**src/rtl/sps_pkg.sv**
```systemverilog
package sps_pkg;
  typedef enum logic [1:0] {
    TEN_NONE = 2'd0,
    TEN_LOAD = 2'd1,
    TEN_PUSH = 2'd2
  } ten_e;
endpackage

```
**src/rtl/sps_rd_track.sv**
```systemverilog
module sps_rd_track #(
  parameter int LW = 27
) (
  input  logic          clk_i,
  input  logic          rst_ni,
  input  logic          rd_start_i,
  input  logic [LW-1:0] rd_line_i,
  input  logic          load_done_i,
  output logic          rd_pend_o,
  output logic [LW-1:0] rd_line_o
);
  always_ff @(posedge clk_i or negedge rst_ni) begin
    if (!rst_ni) begin
      rd_pend_o <= 1'b0;
      rd_line_o <= '0;
    end else begin
      rd_pend_o <= (rd_pend_o & ~load_done_i) | rd_start_i;
      if (rd_start_i) rd_line_o <= rd_line_i;
    end
  end


  rd_set_chk: assert property (@(posedge clk_i) disable iff (!rst_ni)
    rd_start_i |=> rd_pend_o);
endmodule

```
**src/rtl/sps_snoop_resp.sv**
```systemverilog
module sps_snoop_resp #(
  parameter int LW = 27
) (
  input  logic          clk_i,
  input  logic          rst_ni,
  input  logic          snp_valid_i,
  input  logic [LW-1:0] snp_line_i,
  input  logic          snp_hit_i,
  input  logic          snp_dirty_i,
  input  logic          rd_pend_i,
  input  logic [LW-1:0] rd_line_i,
  input  logic          push_done_i,
  output logic          retry_o,
  output logic          push_pend_o,
  output logic          push_hipri_o,
  output logic [LW-1:0] push_line_o
);
  logic dirty_hit, rd_match, accept;

  assign dirty_hit = snp_valid_i & snp_hit_i & snp_dirty_i;
  assign rd_match  = rd_pend_i & (snp_line_i == rd_line_i);
  assign accept    = dirty_hit & ~rd_match & ~push_pend_o;

  always_ff @(posedge clk_i or negedge rst_ni) begin
    if (!rst_ni) begin
      retry_o      <= 1'b0;
      push_pend_o  <= 1'b0;
      push_hipri_o <= 1'b0;
      push_line_o  <= '0;
    end else begin
      retry_o <= dirty_hit;
      if (push_done_i) begin
        push_pend_o  <= 1'b0;
        push_hipri_o <= 1'b0;
      end
      if (accept) begin
        push_pend_o  <= 1'b1;
        push_hipri_o <= rd_pend_i;  // enveloped inside an open read
        push_line_o  <= snp_line_i;
      end
    end
  end


  no_clean_retry_chk: assert property (@(posedge clk_i) disable iff (!rst_ni)
    retry_o |-> $past(snp_valid_i && snp_hit_i && snp_dirty_i));


  match_no_push_chk: assert property (@(posedge clk_i) disable iff (!rst_ni)
    (snp_valid_i && snp_hit_i && snp_dirty_i && rd_pend_i &&
     snp_line_i == rd_line_i && !push_pend_o) |=> !push_pend_o);


  busy_hold_chk: assert property (@(posedge clk_i) disable iff (!rst_ni)
    (push_pend_o && !push_done_i) |=> (push_pend_o && $stable(push_line_o)));
endmodule

```
**src/rtl/sps_dten_steer.sv**
```systemverilog
module sps_dten_steer
  import sps_pkg::*;
#(
  parameter int BEATS = 4
) (
  input  logic clk_i,
  input  logic rst_ni,
  input  logic dgrant_i,
  input  logic dbusy_i,
  input  logic wo_i,
  input  logic beat_ack_i,
  input  logic rd_pend_i,
  input  logic push_pend_i,
  output logic dten_load_o,
  output logic dten_push_o,
  output logic load_done_o,
  output logic push_done_o
);
  localparam int BW = (BEATS > 1) ? $clog2(BEATS) : 1;
  localparam logic [BW-1:0] LAST_BEAT = BW'(BEATS - 1);

  ten_e          ten_q, pick;
  logic [BW-1:0] cnt_q;
  logic          qual, last;

  assign qual = dgrant_i & ~dbusy_i & (ten_q == TEN_NONE);
  assign last = (ten_q != TEN_NONE) & beat_ack_i & (cnt_q == LAST_BEAT);

  // write-only qualifier redirects the tenure; otherwise the load wins
  always_comb begin
    if (wo_i && push_pend_i)  pick = TEN_PUSH;
    else if (rd_pend_i)       pick = TEN_LOAD;
    else if (push_pend_i)     pick = TEN_PUSH;
    else                      pick = TEN_NONE;
  end

  always_ff @(posedge clk_i or negedge rst_ni) begin
    if (!rst_ni) begin
      ten_q <= TEN_NONE;
      cnt_q <= '0;
    end else if (ten_q == TEN_NONE) begin
      cnt_q <= '0;
      if (qual) ten_q <= pick;
    end else if (beat_ack_i) begin
      if (last) begin
        ten_q <= TEN_NONE;
        cnt_q <= '0;
      end else begin
        cnt_q <= cnt_q + 1'b1;
      end
    end
  end

  assign dten_load_o = (ten_q == TEN_LOAD);
  assign dten_push_o = (ten_q == TEN_PUSH);
  assign load_done_o = last & (ten_q == TEN_LOAD);
  assign push_done_o = last & (ten_q == TEN_PUSH);


  busy_grant_ignored_chk: assert property (@(posedge clk_i) disable iff (!rst_ni)
    (dgrant_i && dbusy_i && !dten_load_o && !dten_push_o) |=> (!dten_load_o && !dten_push_o));


  wo_push_chk: assert property (@(posedge clk_i) disable iff (!rst_ni)
    (dgrant_i && !dbusy_i && !dten_load_o && !dten_push_o && wo_i && push_pend_i) |=> dten_push_o);


  tenure_end_chk: assert property (@(posedge clk_i) disable iff (!rst_ni)
    ($fell(dten_push_o) || $fell(dten_load_o)) |-> $past(beat_ack_i));
endmodule

```
**src/rtl/snoop_push_arb.sv**
```systemverilog
module snoop_push_arb #(
  parameter int AW         = 32,
  parameter int LINE_BYTES = 32,
  parameter int BEAT_BYTES = 8
) (
  input  logic          clk_i,
  input  logic          rst_ni,
  input  logic          snp_valid_i,
  input  logic [AW-1:0] snp_addr_i,
  input  logic          snp_hit_i,
  input  logic          snp_dirty_i,
  input  logic          rd_start_i,
  input  logic [AW-1:0] rd_addr_i,
  input  logic          dgrant_i,
  input  logic          dbusy_i,
  input  logic          wo_i,
  input  logic          beat_ack_i,
  output logic          retry_o,
  output logic          push_req_o,
  output logic          push_hipri_o,
  output logic [AW-1:0] push_addr_o,
  output logic          load_pend_o,
  output logic          dten_load_o,
  output logic          dten_push_o
);
  localparam int OFF   = $clog2(LINE_BYTES);
  localparam int LW    = AW - OFF;
  localparam int BEATS = LINE_BYTES / BEAT_BYTES;

  logic          rd_pend, push_pend, load_done, push_done;
  logic [LW-1:0] rd_line, push_line;

  sps_rd_track #(.LW(LW)) u_rd (
    .clk_i       (clk_i),
    .rst_ni      (rst_ni),
    .rd_start_i  (rd_start_i),
    .rd_line_i   (rd_addr_i[AW-1:OFF]),
    .load_done_i (load_done),
    .rd_pend_o   (rd_pend),
    .rd_line_o   (rd_line)
  );

  sps_snoop_resp #(.LW(LW)) u_snp (
    .clk_i        (clk_i),
    .rst_ni       (rst_ni),
    .snp_valid_i  (snp_valid_i),
    .snp_line_i   (snp_addr_i[AW-1:OFF]),
    .snp_hit_i    (snp_hit_i),
    .snp_dirty_i  (snp_dirty_i),
    .rd_pend_i    (rd_pend),
    .rd_line_i    (rd_line),
    .push_done_i  (push_done),
    .retry_o      (retry_o),
    .push_pend_o  (push_pend),
    .push_hipri_o (push_hipri_o),
    .push_line_o  (push_line)
  );

  sps_dten_steer #(.BEATS(BEATS)) u_ten (
    .clk_i       (clk_i),
    .rst_ni      (rst_ni),
    .dgrant_i    (dgrant_i),
    .dbusy_i     (dbusy_i),
    .wo_i        (wo_i),
    .beat_ack_i  (beat_ack_i),
    .rd_pend_i   (rd_pend),
    .push_pend_i (push_pend),
    .dten_load_o (dten_load_o),
    .dten_push_o (dten_push_o),
    .load_done_o (load_done),
    .push_done_o (push_done)
  );

  assign push_req_o  = push_pend;
  assign load_pend_o = rd_pend;
  assign push_addr_o = {push_line, {OFF{1'b0}}};
endmodule

```
**config.mk**
```make
export PLATFORM = sky130hd
export DESIGN_NAME = snoop_push_arb
export DESIGN_NICKNAME = d
export VERILOG_FILES = /design/src/rtl/sps_pkg.sv /design/src/rtl/sps_rd_track.sv /design/src/rtl/sps_snoop_resp.sv /design/src/rtl/sps_dten_steer.sv /design/src/rtl/snoop_push_arb.sv
export SDC_FILE = /design/constraint.sdc
export NUM_CORES = 1
export LEC_CHECK = 0
export ABC_AREA = 1
export ABC_CLOCK_PERIOD_IN_PS = 1480
export BUFFER_PORTS_ARGS = -buffer_cell sky130_fd_sc_hd__buf_4
export CORE_MARGIN = 10
export CORE_UTILIZATION = 49
export CTS_CLUSTER_SIZE = 30
export DETAILED_ROUTE_END_ITERATION = 8
export PLACE_DENSITY = 0.81
export SYNTH_ARGS = -nofsm -noshare
export SYNTH_HDL_FRONTEND = slang
export SYNTH_SLANG_ARGS = --single-unit
```
**constraint.sdc**
```tcl
create_clock -name clk_i -period 1.48 [get_ports clk_i]
set_input_delay 0.296 -clock clk_i [delete_from_list [all_inputs] [get_ports clk_i]]
set_output_delay 0.296 -clock clk_i [all_outputs]
set_load 0.03 [all_outputs]
```
==> summary.md, run 1 <==
| Metric | Value |
|---|---|
| Largest net degree at the start of global routing | `34` |
| Arrival time worst endpoint | `1810 ps` |
| VDD IR max | `0.00112 V` |
| Total Routed Length | `8890 µm` |
| Crit path capture type | `flip-flop` |
| Period utilisation layout | `104%` |
| Worst-skew pair later-pin latency | `340 ps` |
| Post-CTS Setup Inserts | `0` |
| Multi-input combinational cell area | `1290 µm²` |
| Initial antenna violation count | `0` |
| H-tree depth | `3` |
| Vias in the first global route | `2982` |
| Nets@finish | `576` |
| # diodes | `0` |
| Die area | `9700 µm²` |
| Die X | `98.5 µm` |
| Core Region | `5960 µm²` |
| Drt drc | `0` |
| Global routing's busiest layer | `met2` |
| Clock Tree Buf Depth | `2` |
| Max-slew violations | `0` |
| I/O Buffers | `96` |
| Layout Cells excl Fill | `579` |
| Synth Instances | `394` |
| Total track usage | `18.0%` |
| Outcome | `complete, but fails checks` |
| Total gr overflow | `0` |
| Mapped Area | `3020 µm²` |
| # IOs | `112` |
| DRT Pass-1 Iters | `4` |
| Leakage | `2.33 nW` |
| DRT iter0 DRCs | `111` |
| Setup WS pre-CTS | `-109 ps` |
| Yosys cell types | `21` |
| Sequential area share after synthesis | `51.4%` |
| Max-cap violations | `0` |
| Root buffer cell | `clkbuf_8` |
| CP Launch Type | `flip-flop` |
| Layout Skew | `6.41 ps` |
| Remaining antenna violation count | `0` |
| Hold WC Path Type | `input pin to flip-flop` |
| Clock Sink Count | `62` |
| GR Util met2 | `30.3%` |
| Layout cells sized above 1 | `34.9%` |
| Peak Freq | `651 MHz` |
| Post-DP HPWL | `6540 µm` |
| Power, Total | `6.47 mW` |
| Area growth syn-to-layout | `39.5%` |
| Final setup viols | `29` |
| FF+latch area | `1550 µm²` |
| Die height | `98.5 µm` |
| Total CTS buffers | `9` |
| Worst setup path class | `flip-flop to flip-flop` |
| Clk slew on worst S/H paths | `70 ps` |
| Via/cell ratio | `4.91` |
| Yosys reg bits | `62` |
| Setup ws final | `-55.6 ps` |
| # rows | `28` |
| RSZ-0062 raised after global routing | `true` |
| CTS tree | `built` |
| Fin. Hold Viols | `0` |
| Met1 usage | `20.3%` |
| # fillers | `504` |
| Violated checks | `setup timing` |
| RD Place Congestion | `0.791` |
| DR vias | `2843` |
| Worst EP required | `1760 ps` |
| Cell count after placement | `562` |
| Fin crit period | `1540 ps` |
| Synthesis Warnings | `0` |
| Per-cell routed wire length | `15.4 µm` |
| Initial Util | `50.7%` |
| Power density cells | `1540 nW/µm²` |
| Mean Syn Cell Area | `7.67 µm²` |
| Met3 capacity usage during global routing | `6.56%` |
| First-pass GRT wire length | `14300 µm` |
| CP max FO | `7` |
-- cells in the mapped netlist, drive strengths merged --
| library cell | number | area share, % |
|---|---|---|
| nor2 | 17 | 2.1 |
| ha | 1 | 0.41 |
| clkbuf | 6 | 0.75 |
| nand3 | 33 | 5.5 |
| or2 | 1 | 0.21 |
| o21ai | 29 | 4.8 |
| inv | 59 | 7.3 |
| nand2 | 156 | 19 |
| dfrtp | 62 | 51 |
| mux2 | 5 | 1.9 |
| o22ai | 1 | 0.21 |
| nand4 | 2 | 0.41 |
| conb | 1 | 0.12 |
| xnor2 | 4 | 1.2 |
| a21o | 1 | 0.25 |
| xor2 | 1 | 0.29 |
| o2111ai | 1 | 0.29 |
| buf | 13 | 3.4 |
| a21oi | 1 | 0.17 |
-- report_power, final --
group          internal [mW]  leakage (nW)  switching (mW)
Sequential              2.17         0.760           0.384
Combinational           1.06          1.49            1.61
Clock                  0.630        0.0821           0.619
-- cell type report --
cell class,instances,share of cell area (%)
Clock buffer,12,3.44
Clock inverter,2,0.238
Inverter,59,5.26
Multi-Input combinational cell,258,30.6
Sequential cell,62,36.8
Tap cell,75,2.23
Timing Repair Buffer,111,21.4
-- logic make-up (layout without fill, tap and decap cells) --
family	after synthesis	in the layout	share of synthesized area (%)
buf+inv	78	184	11.5
fa+ha+maj	1	1	0.414
other cells	1	5	0.124
flops	62	62	51.4
xor+xnor	5	5	1.45
mux	5	5	1.86
simple gates	209	209	27.6
compound gates	33	33	5.72
-- placed cells by master (no fill, tap or decap), types with 2 or more instances in the layout --
cell	n
clkbuf_8	10
buf_4	105
nand4_1	2
inv_2	2
nand2_2	32
conb_1	5
nand2_4	7
clkinv_2	2
xnor2_1	3
nand2_1	117
dfrtp_1	61
inv_1	57
nor2_2	5
buf_12	3
nand3_1	33
clkbuf_1	2
mux2_2	5
o21ai_0	28
nor2_1	12
-- state kept, by name, indices dropped and copies added, names as in the netlist --
| register | count |
|---|---|
| u_snp.push_hipri_o | 1 |
| u_rd.rd_line_o | 27 |
| u_ten.cnt_q | 2 |
| u_ten.ten_q | 2 |
| u_snp.push_line_o | 27 |
| u_snp.retry_o | 1 |
| u_snp.push_pend_o | 1 |
| u_rd.rd_pend_o | 1 |
-- per-layer routing --
| metal | up-vias | wire length, µm |
|---|---|---|
| met4 | 0 | 150 |
| met1 | 1346 | 3630 |
| met2 | 80 | 4420 |
| met5 | - | 0 |
| met3 | 15 | 680 |
| li1 | 1402 | - |
-- path summary, 6_finish.rpt --
kind | from | slack, ps | to | cells after the start
hold / removal | rd_addr_i[16] | 170 | u_rd.rd_line_o[11]$_DFFE_PN0P_ | 3
min in group asynchronous | rst_ni | 420 | u_ten.cnt_q[1]$_DFFE_PN0P_ | 2
setup reg to reg | u_rd.rd_line_o[22]$_DFFE_PN0P_ | -60 | u_snp.push_line_o[26]$_DFFE_PN0P_ | 12
max in group asynchronous | rst_ni | 580 | u_snp.push_line_o[14]$_DFFE_PN0P_ | 3
setup / recovery | u_rd.rd_line_o[22]$_DFFE_PN0P_ | -60 | u_snp.push_line_o[26]$_DFFE_PN0P_ | 12
hold reg to reg | u_snp.push_line_o[9]$_DFFE_PN0P_ | 480 | u_snp.push_line_o[9]$_DFFE_PN0P_ | 2
-- critical path, stage by stage (launching register included) --
cell     delay, ps
dfrtp_1        380
inv_1           70
nand2_1         50
nand2_1         60
nand2_1         60
nor2_2         130
nand2_1         60
nor2_1         120
nand2_2        110
nand2_4        160
buf_12         170
nand2_4         50
nand2_2         60
-- timing repair --
action                                  4_1_cts  5_1_grt
endpoints found under the hold margin        27        0
resized for setup                            23       41
hold buffers                                  1        0
pin swaps                                     4        9
gates cloned                                  2        0
endpoints found under the setup margin       29       31
-- through the flow --
stage	setup TNS [ps]	hold slack [ps]	instance area, µm²	util (%)
2_1_floorplan	0	0.409	3040	-
3_3_place_gp	-1110	240	3830	64.3
3_5_place_dp	-2570	243	3830	64.3
4_1_cts	-1180	157	4090	68.7
5_1_grt	-4200	161	4210	70.8
6_report	-854	166	4210	70.8
(Power assumes the default switching activity.)
==> run 2: changes to the inputs <==
--- a/constraint.sdc
+++ b/constraint.sdc
@@ -3,2 +3,2 @@
 set_output_delay 0.296 -clock clk_i [all_outputs]
-set_load 0.03 [all_outputs]
+set_load 0.05 [all_outputs]
==> run 2 against run 1 <==
Net effect:
- hold slack barely moved
- utilization rose by 0.063 points
- critical path depth did not move
- sequential share of layout area barely moved
- non-clock buffer count did not move
- register-to-register slack barely moved
- the flow still finishes with violations (setup timing)
- clock-buffer cell count did not move
- power rose by 9.6%
- combinational power rose by 23%
- sequential power barely moved
- final cell count did not move
==> summary.md, run 2 (same netlist as run 1, synthesis figures left out) <==
| Metric | Value |
|---|---|
| Power, Total | `7.09 mW (+9.6%)` |
| Initial Util | `50.7% (unchanged)` |
| Post-DP HPWL | `6540 µm (unchanged)` |
| Cell Area, Placed | `3830 µm² (unchanged)` |
| Switching pwr | `3.22 mW (+23%)` |
| Arrival time worst endpoint | `1810 ps (about the same)` |
| Die area | `9700 µm² (unchanged)` |
| Power density cells | `1680 nW/µm² (+9.5%)` |
| R2R Path Start | `u_rd.rd_line_o[22]$_DFFE_PN0P_` |
| Period utilisation layout | `104% (about the same)` |
| Final setup viols | `29 (unchanged)` |
| DR vias | `2840 (-0.11%)` |
| Sw Ratio | `45.4% (+5.0 points)` |
| CTS tree | `built` |
| Root buffer cell | `clkbuf_8` |
| Area growth syn-to-layout | `39.6% (about the same)` |
| Layout cells sized above 1 | `34.9% (unchanged)` |
| RSZ-0062 raised after global routing | `true` |
| Flop2flop setup slack | `-50 ps (about the same)` |
| Clock Tree Buf Depth | `2 (unchanged)` |
| Fin. Hold Viols | `0 (unchanged)` |
| Die X | `98.5 µm (unchanged)` |
| Hold WC Path Type | `input pin to flip-flop` |
| Worst setup path class | `flip-flop to flip-flop` |
| # diodes | `0 (unchanged)` |
| Violated checks | `setup timing` |
| DRT Pass-1 Iters | `4 (unchanged)` |
| VDD IR max | `0.00127 V (+14%)` |
| Fin crit period | `1530 ps (-1.22 ps)` |
| Vias in the first global route | `2982 (unchanged)` |
| Final Util | `70.8% (about the same)` |
| Total gr overflow | `0 (unchanged)` |
| End point of the critical path | `u_snp.push_line_o[26]$_DFFE_PN0P_` |
| Pint | `3.87 mW (+0.45%)` |
| # IOs | `112 (unchanged)` |
| CP max FO | `7 (unchanged)` |
| Post-route setup TNS | `-819 ps (+35.0 ps)` |
| R2r endpoint | `u_snp.push_line_o[26]$_DFFE_PN0P_` |
| Max-cap violations | `0 (unchanged)` |
| Drt drc | `0 (unchanged)` |
| First-pass GRT wire length | `14300 µm (unchanged)` |
| Total track usage | `18.0% (unchanged)` |
| Worst hold slack | `165 ps (-0.122 ps)` |
| # rows | `28 (unchanged)` |
| Most frequent cells in the layout | `nand2_1, buf_4, dfrtp_1, inv_1, nand3_1` |
| Total CTS buffers | `9 (unchanged)` |
| Power share of the clock group | `17.6% (-1.7 points)` |
| Max-slew violations | `0 (unchanged)` |
| Core Region | `5960 µm² (unchanged)` |
| Commonest non-fill, non-tap cell in the layout | `nand2_1` |
| Comb power frac | `46.4% (+5.2 points)` |
| Worst-skew pair later-pin latency | `340 ps (about the same)` |
| I/O Buffers | `96 (unchanged)` |
| Clock Sink Count | `62 (unchanged)` |
| Nets@finish | `576 (unchanged)` |
| Sequential share of power | `36.0% (-3.5 points)` |
| Total Routed Length | `8880 µm (-0.12%)` |
| Layout Skew | `6.41 ps (-0.000920 ps)` |
| Worst R2R Path Depth | `12 (unchanged)` |
| Final Cell Area | `4220 µm² (about the same)` |
| Crit path capture type | `flip-flop` |
| CP Launch Type | `flip-flop` |
| Setup ws final | `-54.4 ps (+1.22 ps)` |
| Peak Freq | `652 MHz (about the same)` |
| Largest registers | `u_rd.rd_line_o x27, u_snp.push_line_o x27` |
| Largest net degree at the start of global routing | `34 (unchanged)` |
| Clk slew on worst S/H paths | `70 ps (about the same)` |
| RD Place Congestion | `0.791 (unchanged)` |
| Outcome | `complete, but fails checks` |
| Initial antenna violation count | `0 (unchanged)` |
| Remaining antenna violation count | `0 (unchanged)` |
| Die height | `98.5 µm (unchanged)` |
| H-tree depth | `3 (unchanged)` |
| DRT iter0 DRCs | `111 (unchanged)` |
| Leakage | `2.33 nW (about the same)` |
| # fillers | `502 (-0.40%)` |
| Per-cell routed wire length | `15.3 µm (-0.12%)` |
| Via/cell ratio | `4.91 (-0.11%)` |
| CP Launch Point | `u_rd.rd_line_o[22]$_DFFE_PN0P_` |
| Worst EP required | `1760 ps (about the same)` |
[run 2: power by group through the flow]
stage	Clock [mW]	Combinational, mW	Sequential, mW
2_1_floorplan	0	0.768	3.71
3_3_place_gp	0	3.02	2.45
3_5_place_dp	0	3.09	2.48
4_1_cts	1.27	3.17	2.48
5_1_grt	1.35	3.51	2.61
6_report	1.25	3.29	2.55
[run 2: metrics by stage]
step                      worst slack, ps  cells
after floorplan                      5.90    398
after global placement              -54.1    562
after detailed placement             -109    562
after CTS                           -58.9    579
after global routing                 -159    579
final                               -54.4    579
[run 2: metal layers]
layer	vias to the layer above	track usage, %	share of wire [%]
li1	1402	-	-
met1	1339	20.3	41
met2	84	30.3	50
met3	15	6.56	7.5
met4	0	6.95	1.7
met5	-	0	0
[run 2: worst min-delay path by stage]
| stage | start | endpoint | slack [ps] | cells after the start |
|---|---|---|---|---|
| 2_1_floorplan | rst_ni | u_rd.rd_line_o[0]$_DFFE_PN0P_ | 0.4 | 0 |
| 6_report | rd_addr_i[16] | u_rd.rd_line_o[11]$_DFFE_PN0P_ | 170 | 3 |
| 3_3_place_gp | rst_ni | u_ten.cnt_q[1]$_DFFE_PN0P_ | 240 | 1 |
| 3_5_place_dp | rst_ni | u_ten.cnt_q[0]$_DFFE_PN0P_ | 240 | 1 |
| 4_1_cts | rd_addr_i[16] | u_rd.rd_line_o[11]$_DFFE_PN0P_ | 160 | 3 |
| 5_1_grt | rd_addr_i[27] | u_rd.rd_line_o[22]$_DFFE_PN0P_ | 160 | 3 |
[run 2: worst max-delay path, stage by stage (launching register included)]
cell     delay (ps)
dfrtp_1         380
inv_1            70
nand2_1          50
nand2_1          60
nand2_1          60
nor2_2          130
nand2_1          60
nor2_1          120
nand2_2         110
nand2_4         160
buf_12          170
nand2_4          50
nand2_2          60
[run 2: final cells by class]
class	instances	area [µm²]	area share, %
clock buffers	12	145	3.44
clock inverters	2	10.0	0.237
inverters	59	221	5.25
multi-input cells	258	1290	30.6
flip-flops and latches	62	1550	36.8
well taps	75	93.8	2.22
repair buffers	111	905	21.4
[run 2: what timing repair did]
item	CTS	global route
resized for setup	23	42
hold endpoints to repair	27	0
hold buffers	1	0
setup buffers	0	0
cloned	2	0
pin swaps	4	9
setup endpoints to repair	29	31
